--- config.mk ---
export PLATFORM = sky130hd
export DESIGN_NAME = scx_stream_gate
export DESIGN_NICKNAME = d
export VERILOG_FILES = /design/src/rtl/scx_pkg.sv /design/src/rtl/scx_code_matcher.sv /design/src/rtl/scx_epb_filter.sv /design/src/rtl/scx_len_counter.sv /design/src/rtl/scx_stream_gate.sv
export SDC_FILE = /design/constraint.sdc
export NUM_CORES = 1
export LEC_CHECK = 0
export BUFFER_PORTS_ARGS = -buffer_cell sky130_fd_sc_hd__buf_4
export CAP_MARGIN = 40
export CORE_UTILIZATION = 35
export CTS_BUF_LIST = sky130_fd_sc_hd__clkbuf_16
export CTS_CLUSTER_DIAMETER = 150
export DETAILED_ROUTE_END_ITERATION = 16
export GPL_TIMING_DRIVEN = 1
export PLACE_DENSITY = 0.57
export SYNTH_ARGS = -nofsm -noshare
export SYNTH_HDL_FRONTEND = slang
export SYNTH_SLANG_ARGS = --single-unit
--- constraint.sdc ---
create_clock -name clk -period 3.7 [get_ports clk]
set_input_delay 0.555 -clock clk [delete_from_list [all_inputs] [get_ports clk]]
set_output_delay 0.555 -clock clk [all_outputs]
set_load 0.02 [all_outputs]
--- src/rtl/scx_pkg.sv ---
package scx_pkg;
  localparam int BYTE_W = 8;
  localparam int CODE_LEN = 3;

  typedef enum logic [1:0] {
    STOP_ON_CODE  = 2'd0,
    STOP_ON_COUNT = 2'd1,
    STOP_NEVER_A  = 2'd2,
    STOP_NEVER_B  = 2'd3
  } stop_mode_e;

  typedef struct packed {
    logic [BYTE_W-1:0] code2;
    logic [BYTE_W-1:0] code1;
    logic [BYTE_W-1:0] code0;
    logic              search_en;
    logic              strip_en;
    logic              mem_en;
    logic              proc_en;
    stop_mode_e        mode;
  } sc_cfg_t;

  function automatic sc_cfg_t decode_ctrl(input logic [31:0] w);
    sc_cfg_t c;
    c.code0     = w[7:0];
    c.code1     = w[15:8];
    c.code2     = w[23:16];
    c.search_en = w[24];
    c.strip_en  = w[25];
    c.mem_en    = w[26];
    c.mode      = stop_mode_e'(w[28:27]);
    c.proc_en   = w[29];
    return c;
  endfunction
endpackage

--- src/rtl/scx_code_matcher.sv ---
module scx_code_matcher #(
  parameter int W      = 8,
  parameter int SC_LEN = 3
) (
  input  logic              clk,
  input  logic              rst_n,
  input  logic              clear,
  input  logic [SC_LEN*W-1:0] code,
  input  logic [W-1:0]      byte_in,
  input  logic              advance,
  output logic              hit
);
  localparam int HIST = SC_LEN - 1;
  localparam int FW   = $clog2(SC_LEN);

  logic [W-1:0]  hist [HIST];
  logic [FW-1:0] fill;
  logic [SC_LEN-1:0] eq;

  genvar k;
  generate
    for (k = 0; k < HIST; k++) begin : g_cmp
      assign eq[k] = (hist[HIST-1-k] == code[k*W +: W]);
    end
  endgenerate
  assign eq[SC_LEN-1] = (byte_in == code[(SC_LEN-1)*W +: W]);
  assign hit = (fill == FW'(HIST)) && (&eq);

  always_ff @(posedge clk or negedge rst_n) begin
    if (!rst_n) begin
      fill <= '0;
    end else if (clear) begin
      fill <= '0;
    end else if (advance && fill != FW'(HIST)) begin
      fill <= fill + 1'b1;
    end
  end

  generate
    for (k = 0; k < HIST; k++) begin : g_shift
      always_ff @(posedge clk or negedge rst_n) begin
        if (!rst_n) begin
          hist[k] <= '0;
        end else if (clear) begin
          hist[k] <= '0;
        end else if (advance) begin
          if (k == 0) hist[k] <= byte_in;
          else        hist[k] <= hist[(k == 0) ? 0 : k-1];
        end
      end
    end
  endgenerate
endmodule

--- src/rtl/scx_epb_filter.sv ---
module scx_epb_filter #(
  parameter int W        = 8,
  parameter int ZERO_RUN = 2
) (
  input  logic         clk,
  input  logic         rst_n,
  input  logic         clear,
  input  logic         enable,
  input  logic [W-1:0] byte_in,
  input  logic         advance,
  output logic         drop
);
  localparam int ZW = $clog2(ZERO_RUN + 1);
  localparam logic [W-1:0] MARK = W'(3);

  logic [ZW-1:0] zrun;
  logic          run_full;

  assign run_full = (zrun == ZW'(ZERO_RUN));
  assign drop     = enable && run_full && (byte_in == MARK);

  always_ff @(posedge clk or negedge rst_n) begin
    if (!rst_n) begin
      zrun <= '0;
    end else if (clear) begin
      zrun <= '0;
    end else if (advance) begin
      if (drop)                 zrun <= '0;
      else if (byte_in == '0)   zrun <= run_full ? zrun : zrun + 1'b1;
      else                      zrun <= '0;
    end
  end
endmodule

--- src/rtl/scx_len_counter.sv ---
module scx_len_counter #(
  parameter int CW = 32
) (
  input  logic          clk,
  input  logic          rst_n,
  input  logic          clear,
  input  logic [CW-1:0] limit,
  input  logic          advance,
  output logic          last
);
  logic [CW-1:0] cnt;

  assign last = ({1'b0, cnt} + 1'b1) == {1'b0, limit};

  always_ff @(posedge clk or negedge rst_n) begin
    if (!rst_n)       cnt <= '0;
    else if (clear)   cnt <= '0;
    else if (advance) cnt <= cnt + 1'b1;
  end
endmodule

--- src/rtl/scx_stream_gate.sv ---
module scx_stream_gate
  import scx_pkg::*;
#(
  parameter int CNT_W    = 32,
  parameter int ZERO_RUN = 2
) (
  input  logic              clk,
  input  logic              rst_n,
  input  logic              start,
  input  logic [31:0]       ctrl_word,
  input  logic [CNT_W-1:0]  byte_limit,
  input  logic              in_valid,
  input  logic [BYTE_W-1:0] in_data,
  output logic              in_ready,
  output logic              out_valid,
  output logic [BYTE_W-1:0] out_data,
  input  logic              out_ready,
  output logic              out_to_proc,
  output logic              out_to_mem,
  output logic              busy,
  output logic              done
);
  localparam int CODE_W = CODE_LEN * BYTE_W;

  sc_cfg_t          cfg_d, cfg_q;
  logic [CNT_W-1:0] limit_q;
  logic             run_q;
  logic             live, need, advance, drop, hit, last;
  logic             code_stop, count_stop;
  logic [CODE_W-1:0] code;
  logic             unused_ctrl;

  assign cfg_d       = decode_ctrl(ctrl_word);
  assign unused_ctrl = ^ctrl_word[31:30];

  always_ff @(posedge clk or negedge rst_n) begin
    if (!rst_n) begin
      cfg_q   <= '0;
      limit_q <= '0;
      run_q   <= 1'b0;
    end else if (start) begin
      cfg_q   <= cfg_d;
      limit_q <= byte_limit;
      run_q   <= !(cfg_d.mode == STOP_ON_COUNT && byte_limit == '0);
    end else if (done) begin
      run_q   <= 1'b0;
    end
  end

  assign code = {cfg_q.code2, cfg_q.code1, cfg_q.code0};

  scx_code_matcher #(.W(BYTE_W), .SC_LEN(CODE_LEN)) u_match (
    .clk     (clk),
    .rst_n   (rst_n),
    .clear   (start),
    .code    (code),
    .byte_in (in_data),
    .advance (advance),
    .hit     (hit)
  );

  scx_epb_filter #(.W(BYTE_W), .ZERO_RUN(ZERO_RUN)) u_strip (
    .clk     (clk),
    .rst_n   (rst_n),
    .clear   (start),
    .enable  (cfg_q.strip_en),
    .byte_in (in_data),
    .advance (advance),
    .drop    (drop)
  );

  scx_len_counter #(.CW(CNT_W)) u_count (
    .clk     (clk),
    .rst_n   (rst_n),
    .clear   (start),
    .limit   (limit_q),
    .advance (advance),
    .last    (last)
  );

  assign live       = run_q && !start;
  assign need       = cfg_q.mem_en || cfg_q.proc_en;
  assign in_ready   = live && (drop || !need || out_ready);
  assign out_valid  = live && in_valid && !drop && need;
  assign out_data   = in_data;
  assign advance    = in_valid && in_ready;
  assign code_stop  = cfg_q.search_en && (cfg_q.mode == STOP_ON_CODE) && hit;
  assign count_stop = (cfg_q.mode == STOP_ON_COUNT) && last;
  assign done       = advance && (code_stop || count_stop);
  assign busy       = run_q;
  assign out_to_proc = cfg_q.proc_en;
  assign out_to_mem  = cfg_q.mem_en;
endmodule

Word level (Yosys, flattened, before mapping)
Cells that the tools add are included.
{"block": "totals", "elab_cells": 76, "ff_bits": 115, "out_inout_bits": 14, "input_bits": 77}
{"block": "classes", "n_eq_ne": 11, "mux": 15, "add_sub_neg": 4, "reduce_logical": 31}
{"cell": "$mux 32", "count": 2}
{"cell": "$add 32x1->33 const B", "count": 1}
{"cell": "$eq 33x32->1", "count": 1}
{"cell": "$add 32x1->32 const B", "count": 1}
{"cell": "$logic_not 32->1", "count": 1}
{"cell": "$mux 8", "count": 4}
{"cell": "$eq 8x8->1", "count": 3}
{"cell": "$logic_and 1x1->1", "count": 15}
{"cell": "$mux 2", "count": 7}
{"cell": "$eq 8x2->1 const B", "count": 1}
{"cell": "$logic_not 8->1", "count": 1}
{"cell": "$reduce_bool 2->1", "count": 3}
{"cell": "$add 2x1->2 const B", "count": 2}
{"cell": "$eq 2x1->1 const B", "count": 2}
{"cell": "$eq 2x2->1 const B", "count": 2}
{"cell": "$logic_not 1->1", "count": 4}
{"cell": "$logic_or 1x1->1", "count": 4}
{"cell": "$ne 4x4->1 const B", "count": 1}
{"cell": "$reduce_and 3->1", "count": 1}
{"cell": "$logic_not 2->1", "count": 1}
{"cell": "$mux 1", "count": 2}
{"cell": "$ne 2x2->1 const B", "count": 1}
{"cell": "$reduce_and 2->1", "count": 1}

Longest topological paths before layout
{"block": "depth", "depth_word": 10, "mapped_depth": 11, "mapped_depth_nobuf": 9}

Cells and area by module
From an unflattened synthesis, not the netlist that was laid out.
{"block": "hier_totals", "hier_cells": 609, "area_unflattened_um2": 6438.7}
{"mod": "scx_len_counter", "seq_area_each_um2": 800.8, "instances": 1, "cells_each": 330, "area_each_um2": 2700.1}
{"mod": "scx_stream_gate", "seq_area_each_um2": 1576.5, "instances": 1, "cells_each": 166, "area_each_um2": 2536.2}
{"mod": "scx_code_matcher", "seq_area_each_um2": 450.4, "instances": 1, "cells_each": 95, "area_each_um2": 1007.2}
{"mod": "scx_epb_filter", "seq_area_each_um2": 50.0, "instances": 1, "cells_each": 18, "area_each_um2": 195.2}

Worst setup path before layout
Ideal clock, no wire load.
{"block": "synth_timing", "kind": "register to output", "start": "reg u_count.cnt[0]", "end": "out done", "setup_slack_ns": 0.096, "required_ns": 3.145, "arrival_ns": 3.049, "path_buffers": 2, "path_stages_with_launch": 12, "path_cell_list": "dfrtp_1 -> ha_1 -> clkbuf_1 -> nand3_1 -> or4_1 -> clkbuf_1 -> nor4_1 -> xnor2_1 -> nand4_1 -> nor3_1 -> a41oi_1 -> nor3_1"}
{"block": "synth_between", "elab_chain_cells": 5}
{"element": "start, declared", "line": "scx_len_counter.sv:11", "text": "logic [CW-1:0] cnt;"}
{"element": "start signal, assigned", "line": "scx_len_counter.sv:18", "text": "else if (advance) cnt <= cnt + 1'b1;"}
{"element": "$add 32x1->33", "line": "scx_len_counter.sv:13", "text": "assign last = ({1'b0, cnt} + 1'b1) == {1'b0, limit};"}
{"element": "$eq 33x32->1", "line": "scx_len_counter.sv:13"}
{"element": "$logic_and 1x1->1", "line": "scx_stream_gate.sv:88", "text": "assign count_stop = (cfg_q.mode == STOP_ON_COUNT) && last;"}
{"element": "$logic_or 1x1->1", "line": "scx_stream_gate.sv:89", "text": "assign done = advance && (code_stop || count_stop);"}
{"element": "$logic_and 1x1->1", "line": "scx_stream_gate.sv:89"}
{"element": "end, declared", "line": "scx_stream_gate.sv:21", "text": "output logic done"}
Every way passes these cells.

Worst setup path in the final report
{"block": "layout_timing", "start": "reg u_count.cnt[16]", "end": "out done"}
The elaborated chain is that of the path after synthesis.

==> results.md <==
* P_int at 2.58 mW
* Top-count cell post-synth: dfrtp_1
* Max Fclk at 278 MHz
* Clock latency on the worst-skew pair at 430 ps
* Dpl cells at 963
* Diodes inserted at 0
* R2r worst-path depth at 11
* Asr flop ratio synth at 100%
* Yosys cell types at 52
* Filler Cells Inserted at 1725
* Sequential fraction of the synthesis area at 44.0%
* Total Power at 3.56 mW
* Cell area after layout at 8450 um2
* Gp weighted congestion at 0.944
* Fin crit period at 3590 ps
* Max-cap violations at 0
* Worst vdd ir at 313 uV
* CTS tree: done
* Flop pwr share at 39.6%
* Final core utilization at 46.6%
* Critical path, cell by cell: nand4_1 > nor4_2 > nand4_1 > or3_1 > a21oi_1 > nor2_1 > a41oi_2 > nor3_2 > buf_4
* Endpoints failing hold at 0
* Required time worst endpoint at 3140 ps
* Antenna-violating nets left at 0
* Bufs and invs on worst path at 1
* CTS sink count at 115
* Setup violators final at 0
* Post-synth EDFFs at 0
* Area contributors post-synth: dfrtp_1 (44%), mux2_2 (11%), xnor2_1 (7.0%), xor2_1 (5.1%), nand2_1 (4.1%)
* Htree depth at 4
* Layout area overhead at 29.1%
* Sw Ratio at 27.6%
* Pin count of the biggest net entering global routing at 55
* Dpl cell area at 7460 um2
* Total GRT Usage at 19.5%
* NetSw at 0.981 mW
* Clock buffer depth at 2
* I/O Buffers at 88
* Chip height at 139 um
* Crit path kind: reg -> out
* Post-DR wirelength/cell at 17.6 um
* Worst-Margin Slew at 657 ps
* Failing checks: DRC
* Path length in cells of the critical path at 9
* Startpoint Class: register
* Worst hold margin at 65.4 ps
* DIE AREA at 19300 um2
* Clk pwr share at 47.2%
* CP peak stage delay at 500 ps
* Routed WL at 17900 um
* First-pass GRT wire length at 29100 um
* Slew Limit Headroom at 55.8%
* Final Skew at 10.7 ps
* Top FF cell, synth: dfrtp_1
* Final period util at 97.1%
* Finished Layout Cells at 1017
* Initial antenna violation count at 0
* Detailed-route DRC error count at 4
* Ys Warns at 0
* Status: finished, violations left
* DRT iter0 DRCs at 306
* Max-slew violations at 0
* Die width at 139 um
* CTS Buf Count at 17
* Congestion Overflow GR at 0
* Post-Syn Nets at 755
* Synth top cells by count: dfrtp_1 (115), nand2_1 (72), mux2_2 (63)
* Share of cells above drive strength 1 at 35.2%
* Via density at 5.42
* Core Area at 18100 um2
* Crit Path Max Fanout at 8
* Final HPWL DP at 12700 um
* Power Density at 421 nW/um2
* Yosys top cell by area: dfrtp_1
* Vias in the first global route at 5608
* Crit-path slowest cell: dfrtp_1
* Starting Density at 36.1%
* CTS root buf: clkbuf_16
* Syn Area/Cell at 9.70 um2
* WP data arrival at 3040 ps
* Drt pass-1 iters at 11
* Crit. End Element: primary output
* Std cell rows at 49
* Top Ports at 91
* Crit path max-delay family: simple AND/OR/NAND/NOR gates
* Gate Count Post-Synth at 675
* Synthesized flop and latch total at 115
* Top cell type's share of synthesized area at 44.0%
* CP most frequent cell: nand4_1
* Vias at 5510
* Nets at 855
* Comb pwr share at 13.2%
* Clock-pin transition on the worst setup and hold timing paths at 60 ps
* Synth Cell Area at 6550 um2
* Worst Hold Class: in -> async
* P_leak at 3.41 nW
## cells by family after synthesis
family,Yosys count,synth area share [%]
muxes,63,10.8
buffers and inverters,58,4.01
and+or+nand+nor,263,21.0
xor gates and xnor gates,92,12.7
DFF,115,44.0
adders and majority gates,3,0.573
AOI/OAI and AO/OA,81,6.94
## stage by stage
stage                     setup WS [ps]  setup TNS [ps]
after floorplan                    96.1               0
after global placement              171               0
after detailed placement            116               0
after CTS                         -6.24           -6.24
after global routing              -15.4           -15.4
final                               109               0
## placed cells by master, fill, tap and decap left out, types with 3 or more instances in the layout
cell        Yosys  routed
xor2_1         38      38
or3_1          20      20
mux2_2         63      63
nor3_1         23      18
and2_1          3       3
buf_4           8     128
dfrtp_1       115     102
nor4b_1         4       3
o21ai_0        29      26
nor3_2          0       4
o22ai_1         3       3
xnor2_1        52      47
o211ai_1        4       4
nand3_2         0       3
a21oi_1        34      33
clkbuf_16       0      17
nor4_1         22      18
dfrtp_2         0      13
buf_6           1       3
nor4_4          0       3
xnor2_2         1       4
ha_1            3       3
or4_1           5       4
nor2_2          0       3
clkinv_4        0       3
nand4_1        34      34
clkinvlp_4      0       3
nand2b_1        3       3
nor2_1         41      38
inv_1           6       6
nand2_1        72      72
inv_6           0       4
nand3_1        17      14
## path summary, 6_finish.rpt
kind                                             start                           to  slack [ps]
min                                              rst_n      limit_q[11]$_DFFE_PN0P_          70
min reg2reg                u_strip.zrun[0]$_DFFE_PN0P_  u_strip.zrun[0]$_DFFE_PN0P_         520
min in group clk                         ctrl_word[26]       out_to_mem$_DFFE_PN0P_         350
max                        u_count.cnt[16]$_DFFE_PN0P_                         done         110
max in group asynchronous                        rst_n   u_count.cnt[2]$_DFFE_PN0P_        3050
max reg2reg                 u_count.cnt[0]$_DFFE_PN0P_             busy$_DFFE_PN0P_         810
## sequential cells by signal, indices dropped and copies added (netlist names)
signal        flops
busy              1
cfg_q            28
limit_q          32
out_to_mem        1
out_to_proc       1
u_count.cnt      32
u_match.fill      2
u_match.hist     16
u_strip.zrun      2
## layer usage
layer | global-route usage (%) | part of all wire, % | vias to the layer above
li1 | - | - | 2602
met1 | 23.9 | 43 | 2688
met2 | 32.2 | 48 | 179
met3 | 4.56 | 5.0 | 41
met4 | 9.71 | 3.4 | 0
met5 | 0 | 0 | -
## layout make-up
cell class | instances | area, um2 | area share (%)
Sequential cell | 115 | 2890 | 34.2
Clock buffer | 17 | 425 | 5.03
Inverter | 6 | 22.5 | 0.266
Clock inverter | 15 | 171 | 2.03
Timing Repair Buffer | 133 | 1040 | 12.3
Multi-Input combinational cell | 502 | 3610 | 42.7
Tap cell | 229 | 287 | 3.39
## repair_timing
action                                  4_1_cts  5_1_grt
gates resized for setup                      23       29
buffers inserted                             16        8
hold buffers                                  0        0
endpoints found under the setup margin        1        1
pin swaps                                    10       14
## power groups by stage
stage | combinational (mW) | clock (mW) | sequential (mW)
2_1_floorplan | 0.268 | 0 | 1.41
3_3_place_gp | 0.438 | 0 | 1.43
3_5_place_dp | 0.451 | 0 | 1.43
4_1_cts | 0.461 | 1.71 | 1.41
5_1_grt | 0.513 | 1.77 | 1.42
6_report | 0.470 | 1.68 | 1.41
Power figures use the tool's default switching activity.
